--- src/rtl/vsm_pkg.sv ---
package vsm_pkg;

  // Transfer sequencing states of the link master
  typedef enum logic [2:0] {
    ST_IDLE = 3'd0,   // no transfer, lines parked or floating
    ST_ADDR = 3'd1,   // address bits going out
    ST_TURN = 3'd2,   // data line released, no strobe
    ST_READ = 3'd3,   // read strobe running, bits coming in
    ST_WAIT = 3'd4    // byte complete, output slot occupied
  } vsm_state_e;

  localparam int NUM_STROBES = 2;
  localparam int STB_ADR     = 0;
  localparam int STB_RD      = 1;

endpackage

--- src/rtl/vsm_strobe.sv ---
module vsm_strobe #(
  parameter int PHASE_W = 4
) (
  input  logic               clk,
  input  logic               rst,
  input  logic               run_i,
  input  logic [PHASE_W-1:0] len_i,
  output logic               lvl_o,
  output logic               rise_o,
  output logic               fall_o
);

  localparam logic [PHASE_W-1:0] ONE = PHASE_W'(1);

  logic [PHASE_W-1:0] cnt_q;
  logic               last_w;

  // Phase ends after len_i cycles; len_i is never 0 here
  assign last_w = (cnt_q == (len_i - ONE));
  assign rise_o = run_i && last_w && !lvl_o;
  assign fall_o = run_i && last_w && lvl_o;

  always_ff @(posedge clk) begin
    if (rst || !run_i) begin
      cnt_q <= '0;
      lvl_o <= 1'b0;
    end else if (last_w) begin
      cnt_q <= '0;
      lvl_o <= !lvl_o;
    end else begin
      cnt_q <= cnt_q + ONE;
    end
  end

endmodule

--- src/rtl/vsm_addr_ser.sv ---
module vsm_addr_ser #(
  parameter int ADDR_W = 24
) (
  input  logic              clk,
  input  logic              rst,
  input  logic              load_i,
  input  logic [ADDR_W-1:0] addr_i,
  input  logic              shift_i,
  output logic              bit_o,
  output logic              done_o
);

  localparam int CNT_W = $clog2(ADDR_W);
  localparam logic [CNT_W-1:0] LAST = CNT_W'(ADDR_W - 1);

  logic [ADDR_W-1:0] sh_q;
  logic [CNT_W-1:0]  cnt_q;

  assign bit_o  = sh_q[ADDR_W-1];
  assign done_o = shift_i && (cnt_q == LAST);

  always_ff @(posedge clk) begin
    if (rst) begin
      sh_q  <= '0;
      cnt_q <= '0;
    end else if (load_i) begin
      sh_q  <= addr_i;
      cnt_q <= '0;
    end else if (shift_i) begin
      // zero fill leaves the line low once the address is out
      sh_q  <= {sh_q[ADDR_W-2:0], 1'b0};
      cnt_q <= done_o ? '0 : cnt_q + CNT_W'(1);
    end
  end

endmodule

--- src/rtl/vsm_byte_des.sv ---
module vsm_byte_des #(
  parameter int BYTE_W = 8
) (
  input  logic              clk,
  input  logic              rst,
  input  logic              clr_i,
  input  logic              sample_i,
  input  logic              bit_i,
  input  logic              fall_i,
  input  logic              push_i,
  input  logic              ready_i,
  output logic              byte_end_o,
  output logic [BYTE_W-1:0] data_o,
  output logic              valid_o
);

  localparam int CNT_W = $clog2(BYTE_W);
  localparam logic [CNT_W-1:0] LAST = CNT_W'(BYTE_W - 1);

  logic [BYTE_W-1:0] sh_q;
  logic [CNT_W-1:0]  cnt_q;

  assign byte_end_o = fall_i && (cnt_q == LAST);

  always_ff @(posedge clk) begin
    if (rst || clr_i) begin
      sh_q  <= '0;
      cnt_q <= '0;
    end else begin
      if (sample_i) sh_q <= {sh_q[BYTE_W-2:0], bit_i};
      if (fall_i)   cnt_q <= byte_end_o ? '0 : cnt_q + CNT_W'(1);
    end
  end

  always_ff @(posedge clk) begin
    if (rst) begin
      data_o  <= '0;
      valid_o <= 1'b0;
    end else if (push_i) begin
      data_o  <= sh_q;
      valid_o <= 1'b1;
    end else if (ready_i) begin
      valid_o <= 1'b0;
    end
  end

  // an offered byte stays put until taken
  a_r6_hold_byte: assert property (@(posedge clk) disable iff (rst)
    (valid_o && !ready_i) |=> (valid_o && $stable(data_o)));

  // a byte is only stored when the slot is free
  a_r6_no_overwrite: assert property (@(posedge clk) disable iff (rst)
    push_i |-> (!valid_o || ready_i));

endmodule

--- src/rtl/vsm_link.sv ---
module vsm_link
  import vsm_pkg::*;
#(
  parameter int ADDR_W  = 24,
  parameter int BYTE_W  = 8,
  parameter int PHASE_W = 4
) (
  input  logic               clk,
  input  logic               rst,
  input  logic               start_i,
  input  logic [ADDR_W-1:0]  start_addr_i,
  input  logic               stop_i,
  input  logic               tristate_en_i,
  input  logic [PHASE_W-1:0] phase_len_i,
  output logic [BYTE_W-1:0]  byte_o,
  output logic               byte_valid_o,
  input  logic               byte_ready_i,
  output logic               busy_o,
  output logic               adr_clk_o,
  output logic               rd_clk_o,
  output logic               clk_oe_o,
  output logic               dat_o,
  output logic               dat_oe_o,
  input  logic               dat_i
);

  localparam logic [PHASE_W-1:0] ONE = PHASE_W'(1);

  vsm_state_e st_q, st_nxt;

  logic [PHASE_W-1:0]     len_q;
  logic                   stop_pend_q;
  logic                   stop_now;
  logic                   accept;
  logic                   push;
  logic                   slot_free;
  logic                   addr_done;
  logic                   byte_end;
  logic [NUM_STROBES-1:0] stb_run, stb_lvl, stb_rise, stb_fall;

  assign accept    = (st_q == ST_IDLE) && start_i;
  assign stop_now  = stop_pend_q || stop_i;
  assign slot_free = !byte_valid_o || byte_ready_i;

  // ---------------------------------------------------------------
  // Strobe generators: one per strobe pin
  // ---------------------------------------------------------------
  assign stb_run[STB_ADR] = (st_q == ST_ADDR);
  assign stb_run[STB_RD]  = (st_q == ST_READ);

  for (genvar g = 0; g < NUM_STROBES; g++) begin : g_stb
    vsm_strobe #(.PHASE_W(PHASE_W)) stb_i (
      .clk    (clk),
      .rst    (rst),
      .run_i  (stb_run[g]),
      .len_i  (len_q),
      .lvl_o  (stb_lvl[g]),
      .rise_o (stb_rise[g]),
      .fall_o (stb_fall[g])
    );
  end

  assign adr_clk_o = stb_lvl[STB_ADR];
  assign rd_clk_o  = stb_lvl[STB_RD];

  // ---------------------------------------------------------------
  // Address out, bytes in
  // ---------------------------------------------------------------
  vsm_addr_ser #(.ADDR_W(ADDR_W)) ser_i (
    .clk     (clk),
    .rst     (rst),
    .load_i  (accept),
    .addr_i  (start_addr_i),
    .shift_i (stb_fall[STB_ADR]),
    .bit_o   (dat_o),
    .done_o  (addr_done)
  );

  vsm_byte_des #(.BYTE_W(BYTE_W)) des_i (
    .clk        (clk),
    .rst        (rst),
    .clr_i      (accept),
    .sample_i   (stb_rise[STB_RD]),
    .bit_i      (dat_i),
    .fall_i     (stb_fall[STB_RD]),
    .push_i     (push),
    .ready_i    (byte_ready_i),
    .byte_end_o (byte_end),
    .data_o     (byte_o),
    .valid_o    (byte_valid_o)
  );

  // ---------------------------------------------------------------
  // Sequencer
  // ---------------------------------------------------------------
  always_comb begin
    st_nxt = st_q;
    push   = 1'b0;
    unique case (st_q)
      ST_IDLE: if (start_i) st_nxt = ST_ADDR;
      ST_ADDR: if (addr_done) st_nxt = ST_TURN;
      ST_TURN: st_nxt = ST_READ;
      ST_READ: begin
        if (byte_end) begin
          if (slot_free) begin
            push   = 1'b1;
            st_nxt = stop_now ? ST_IDLE : ST_READ;
          end else begin
            st_nxt = ST_WAIT;
          end
        end
      end
      ST_WAIT: begin
        if (slot_free) begin
          push   = 1'b1;
          st_nxt = stop_now ? ST_IDLE : ST_READ;
        end
      end
      default: st_nxt = ST_IDLE;
    endcase
  end

  always_ff @(posedge clk) begin
    if (rst) begin
      st_q        <= ST_IDLE;
      len_q       <= ONE;
      stop_pend_q <= 1'b0;
      busy_o      <= 1'b0;
      clk_oe_o    <= 1'b0;
      dat_oe_o    <= 1'b0;
    end else begin
      st_q <= st_nxt;
      if (accept) len_q <= (phase_len_i == '0) ? ONE : phase_len_i;
      if (st_nxt == ST_IDLE)      stop_pend_q <= 1'b0;
      else if (st_q != ST_IDLE)   stop_pend_q <= stop_pend_q || stop_i;
      busy_o   <= (st_nxt != ST_IDLE);
      clk_oe_o <= (st_nxt != ST_IDLE) || !tristate_en_i;
      dat_oe_o <= (st_nxt == ST_ADDR) || ((st_nxt == ST_IDLE) && !tristate_en_i);
    end
  end

  // ---------------------------------------------------------------
  // Checks
  // ---------------------------------------------------------------
  a_r11_one_strobe: assert property (@(posedge clk) disable iff (rst)
    !(adr_clk_o && rd_clk_o));

  a_r2_drive_on_adr: assert property (@(posedge clk) disable iff (rst)
    (adr_clk_o || stb_rise[STB_ADR]) |-> dat_oe_o);

  a_r10_release_on_rd: assert property (@(posedge clk) disable iff (rst)
    rd_clk_o |-> !dat_oe_o);

  a_r10_strobes_driven: assert property (@(posedge clk) disable iff (rst)
    busy_o |-> clk_oe_o);

  a_r7_stop_ends_busy: assert property (@(posedge clk) disable iff (rst)
    $fell(busy_o) |-> $past(stop_now));

  a_r6_pause_read: assert property (@(posedge clk) disable iff (rst)
    (st_q == ST_WAIT) |-> !rd_clk_o);

  a_r9_float_idle: assert property (@(posedge clk) disable iff (rst)
    ((st_q == ST_IDLE) && $past(tristate_en_i)) |-> (!clk_oe_o && !dat_oe_o));

endmodule

--- config.mk ---
export PLATFORM = sky130hd
export DESIGN_NAME = vsm_link
export DESIGN_NICKNAME = d
export VERILOG_FILES = /design/src/rtl/vsm_pkg.sv /design/src/rtl/vsm_strobe.sv /design/src/rtl/vsm_addr_ser.sv /design/src/rtl/vsm_byte_des.sv /design/src/rtl/vsm_link.sv
export SDC_FILE = /design/constraint.sdc
export NUM_CORES = 1
export LEC_CHECK = 0
export ABC_AREA = 1
export BUFFER_PORTS_ARGS = -buffer_cell sky130_fd_sc_hd__buf_2
export CORE_MARGIN = 1
export CORE_UTILIZATION = 55
export CTS_CLUSTER_SIZE = 20
export DETAILED_ROUTE_END_ITERATION = 7
export GPL_TIMING_DRIVEN = 0
export HOLD_SLACK_MARGIN = 0.03
export PLACE_DENSITY = 0.78
export SYNTH_ARGS = -nofsm -noshare
export SYNTH_HDL_FRONTEND = slang
export SYNTH_SLANG_ARGS = --single-unit
--- constraint.sdc ---
create_clock -name clk -period 2.45 [get_ports clk]
set_input_delay 0.6125 -clock clk [delete_from_list [all_inputs] [get_ports clk]]
set_output_delay 0.6125 -clock clk [all_outputs]
set_load 0.02 [all_outputs]
==> summary.md <==
| Metric | Value |
|---|---|
| Result of the run | `finished, final reports clean` |
| Detailed Route Iter0 Violations | `131` |
| Total number of yosys warnings | `0` |
| PwrDens | `647 nW/um^2` |
| Slowest cell on the critical path | `sky130_fd_sc_hd__dfxtp_1` |
| Cell row count | `27` |
| Slew Limit Fails | `0` |
| Syn nets | `446` |
| Maximum VDD drop | `0.000405 V` |
| Antenna diode instance count | `0` |
| Global route total overflow | `0` |
| Routed wire length | `6690 um` |
| Antenna violations before repair | `0` |
| Relative max-transition margin | `0.665` |
| Critical Path AT | `2.45 ns` |
| Maximum net fanout on the critical path | `10` |
| Ratio of cells with drive above 1 in the final layout | `0.217` |
| Count of buffers inserted at the top-level ports | `49` |
| Achievable frequency | `452 MHz` |
| Leakage power figure | `1.56 nW` |
| Ratio of routed vias to standard cells | `5.32` |
| Shortest clock period the worst path allows after layout | `2.21 ns` |
| Unrepaired setup endpoints after global routing | `no` |
| Post-synthesis cell type with the largest combined area | `sky130_fd_sc_hd__dfxtp_1` |
| Post-CTS Setup Repair Bufs | `0` |
| Clock skew | `0.0107 ns` |
| Area after detailed placement | `3480 um^2` |
| Worst Tran Pin Value | `0.503 ns` |
| Post-synthesis area per instance | `7.76 um^2` |
| Most frequent standard cell in the layout excluding fill and tap cells | `sky130_fd_sc_hd__nand2_1` |
| Endpoint type of the worst setup path | `register` |
| Fin crit share | `0.903` |
| DR DRC count | `0` |
| Total number of clock tree sinks | `70` |
| Post-route antenna net violation count | `0` |
| Layout Nets | `506` |
| Clock Path Buffers | `2` |
| Die area | `6020 um^2` |
| Final HPWL from detailed placement | `4900 um` |
| DR WL/cell | `12.3 um` |
| Placed cells | `526` |
| Cell-by-cell listing of the critical path | `inv_2 -> ha_1 -> inv_1 -> nand2_1 -> nand2_1 -> nor2_2 -> nand3_2 -> nor2_4 -> inv_2 -> nor2_1 -> nand2_2 -> buf_6 -> o21ai_0 -> a21oi_1` |
| Final Total Pwr | `2.37 mW` |
| Core Area | `5510 um^2` |
| Via count of the first global-routing pass | `2757` |
| Die Wd | `77.6 um` |
| Die span in y | `77.6 um` |
| CTS tree | `yes` |
| I/O pin total | `50` |
| Cell at the root of the clock tree | `sky130_fd_sc_hd__clkbuf_8` |
| RePlAce Congestion | `0.820` |
| Via total after detailed routing | `2886` |
| Pre-antenna DRT Iters | `5` |
| Global-route wire length before repair | `11600 um` |
| Post-route setup TNS | `0 ns` |
| Starting density of the core | `0.571` |
| Global router's overall resource usage | `0.242` |
| Syn Std Cell Area | `3140 um^2` |
| Cells taking the most area after synthesis | `sky130_fd_sc_hd__dfxtp_1 (45%), sky130_fd_sc_hd__nand2_1 (11%), sky130_fd_sc_hd__nand3_1 (6.7%), sky130_fd_sc_hd__a31oi_1 (4.8%), sky130_fd_sc_hd__inv_1 (4.4%)` |
| Clock latency on the worst-skew pair | `0.34 ns` |
| Number of flip-flops and latches in the synthesized netlist | `70` |
| Final number of hold-violating endpoints | `0` |
| Area share of the leading cell type in the synthesized netlist | `0.446` |
| H-tree lvl count | `3` |
| Delay of the slowest cell on the worst path | `0.37 ns` |
| CTS Buf Count | `9` |
| Share of synthesized area occupied by flip-flops and latches | `0.446` |
| Clock-pin slew on the worst setup and hold paths | `0.07 ns` |
| Area growth, synth to finish | `16.7%` |
| Quantity of gates resized following cts | `0` |
| Gate count of the mapped netlist | `405` |
| Min-delay worst type | `reg -> reg` |
| CP Class | `reg -> reg` |
| Total setup violations reported at the end of the flow | `0` |
| Number of distinct library cell variants in the gate-level netlist after synthesis | `37` |
| Count of hold-fix buffers inserted at cts | `0` |
| Number of standard cells in the layout, taps in and fillers out | `542` |
| Leading cell types in the layout, fill and taps excluded | `sky130_fd_sc_hd__nand2_1 (88), sky130_fd_sc_hd__dfxtp_1 (70), sky130_fd_sc_hd__buf_2 (50)` |
| Startpoint type of the worst setup path | `register` |
| Required time reported for the critical path endpoint | `2.68 ns` |
| Pin count of the biggest net entering global routing | `13` |
| Count of maximum capacitance violations | `0` |
| Final Cell Area | `3670 um^2` |
[where the power goes]
group	internal (mW)	leakage [nW]	switching [mW]
Sequential	1.18	0.570	0.0237
Clock	0.469	0.100	0.428
Combinational	0.101	0.888	0.177
Total	1.75	1.56	0.629
[routing by layer]
metal  share of wire  wire length (um)  up-vias  global-route usage
li1                -                 -     1469                   -
met1            0.46              3110     1334               0.284
met2            0.47              3160       72               0.406
met3           0.045               304       11              0.0612
met4           0.018               118        0               0.121
met5               0                 0        -                   0
[flip-flops by register name, indices dropped and copies added, names as in the netlist]
name,count
ser_i.sh_q,24
des_i.data_o,8
des_i.sh_q,8
g_stb.stb_i.cnt_q,8
ser_i.cnt_q,5
len_q,4
des_i.cnt_q,3
st_q,3
g_stb.stb_i.lvl_o,2
busy_o,1
clk_oe_o,1
dat_oe_o,1
des_i.valid_o,1
stop_pend_q,1
[Yosys cell counts, drive strengths merged]
master   n
and3     1
dfxtp   70
clkinv   1
nand4    3
ha       6
o21ai   23
nor2    31
nor4     2
o211ai   1
clkbuf   9
a31oi   24
or2      2
nand2   91
o211a    1
a21oi   29
nand3   49
nor3     5
nand3b   1
xnor2    2
inv     42
a211oi   1
xor2     3
buf      8
[critical path, delay by kind of cell, from the launching register on]
| family | cells | cell delay [ns] |
|---|---|---|
| buf+inv | 4 | 0.36 |
| simple gates | 7 | 0.84 |
| compound gates | 2 | 0.19 |
| fa+ha+maj | 1 | 0.34 |
| flops | 1 | 0.37 |
[final timing paths]
kind                               from                            to  slack [ns]  cells after the start
max               len_q[0]$_SDFFE_PP1P_    des_i.sh_q[5]$_SDFFE_PP0P_        0.24                     14
min          des_i.sh_q[7]$_SDFFE_PP0P_  des_i.data_o[7]$_SDFFE_PP0P_        0.47                      2
max reg2reg       len_q[0]$_SDFFE_PP1P_    des_i.sh_q[5]$_SDFFE_PP0P_        0.24                     14
min reg2reg  des_i.sh_q[7]$_SDFFE_PP0P_  des_i.data_o[7]$_SDFFE_PP0P_        0.47                      2
[kinds of logic after synthesis]
kind of cell             Yosys count  synth area share
AND/OR/NAND/NOR                  185             0.287
AO/OA/AOI/OAI                     79             0.142
flip-flops                        70             0.446
buffers and inverters             60            0.0871
adder cells (fa/ha/maj)            6            0.0239
XOR/XNOR                           5            0.0139
[area by class of cell]
class	count	area [um^2]
clock inverters	6	62.6
repair buffers	49	245
flip-flops and latches	70	1400
well taps	72	90.1
fillers	494	1840
plain buffers	17	110
inverters	43	164
clock buffers	10	128
multi-input cells	275	1470
[per-stage QoR]
stage	hold slack [ns]	utilization	setup slack, ns
after floorplan	0.430	-	0.515
after detailed placement	0.458	0.632	0.247
after global routing	0.458	0.666	0.00655
final	0.466	0.666	0.237
after CTS	0.466	0.666	0.227
after global placement	0.447	0.632	0.291
Note: power is estimated with default switching activity, not from simulation.
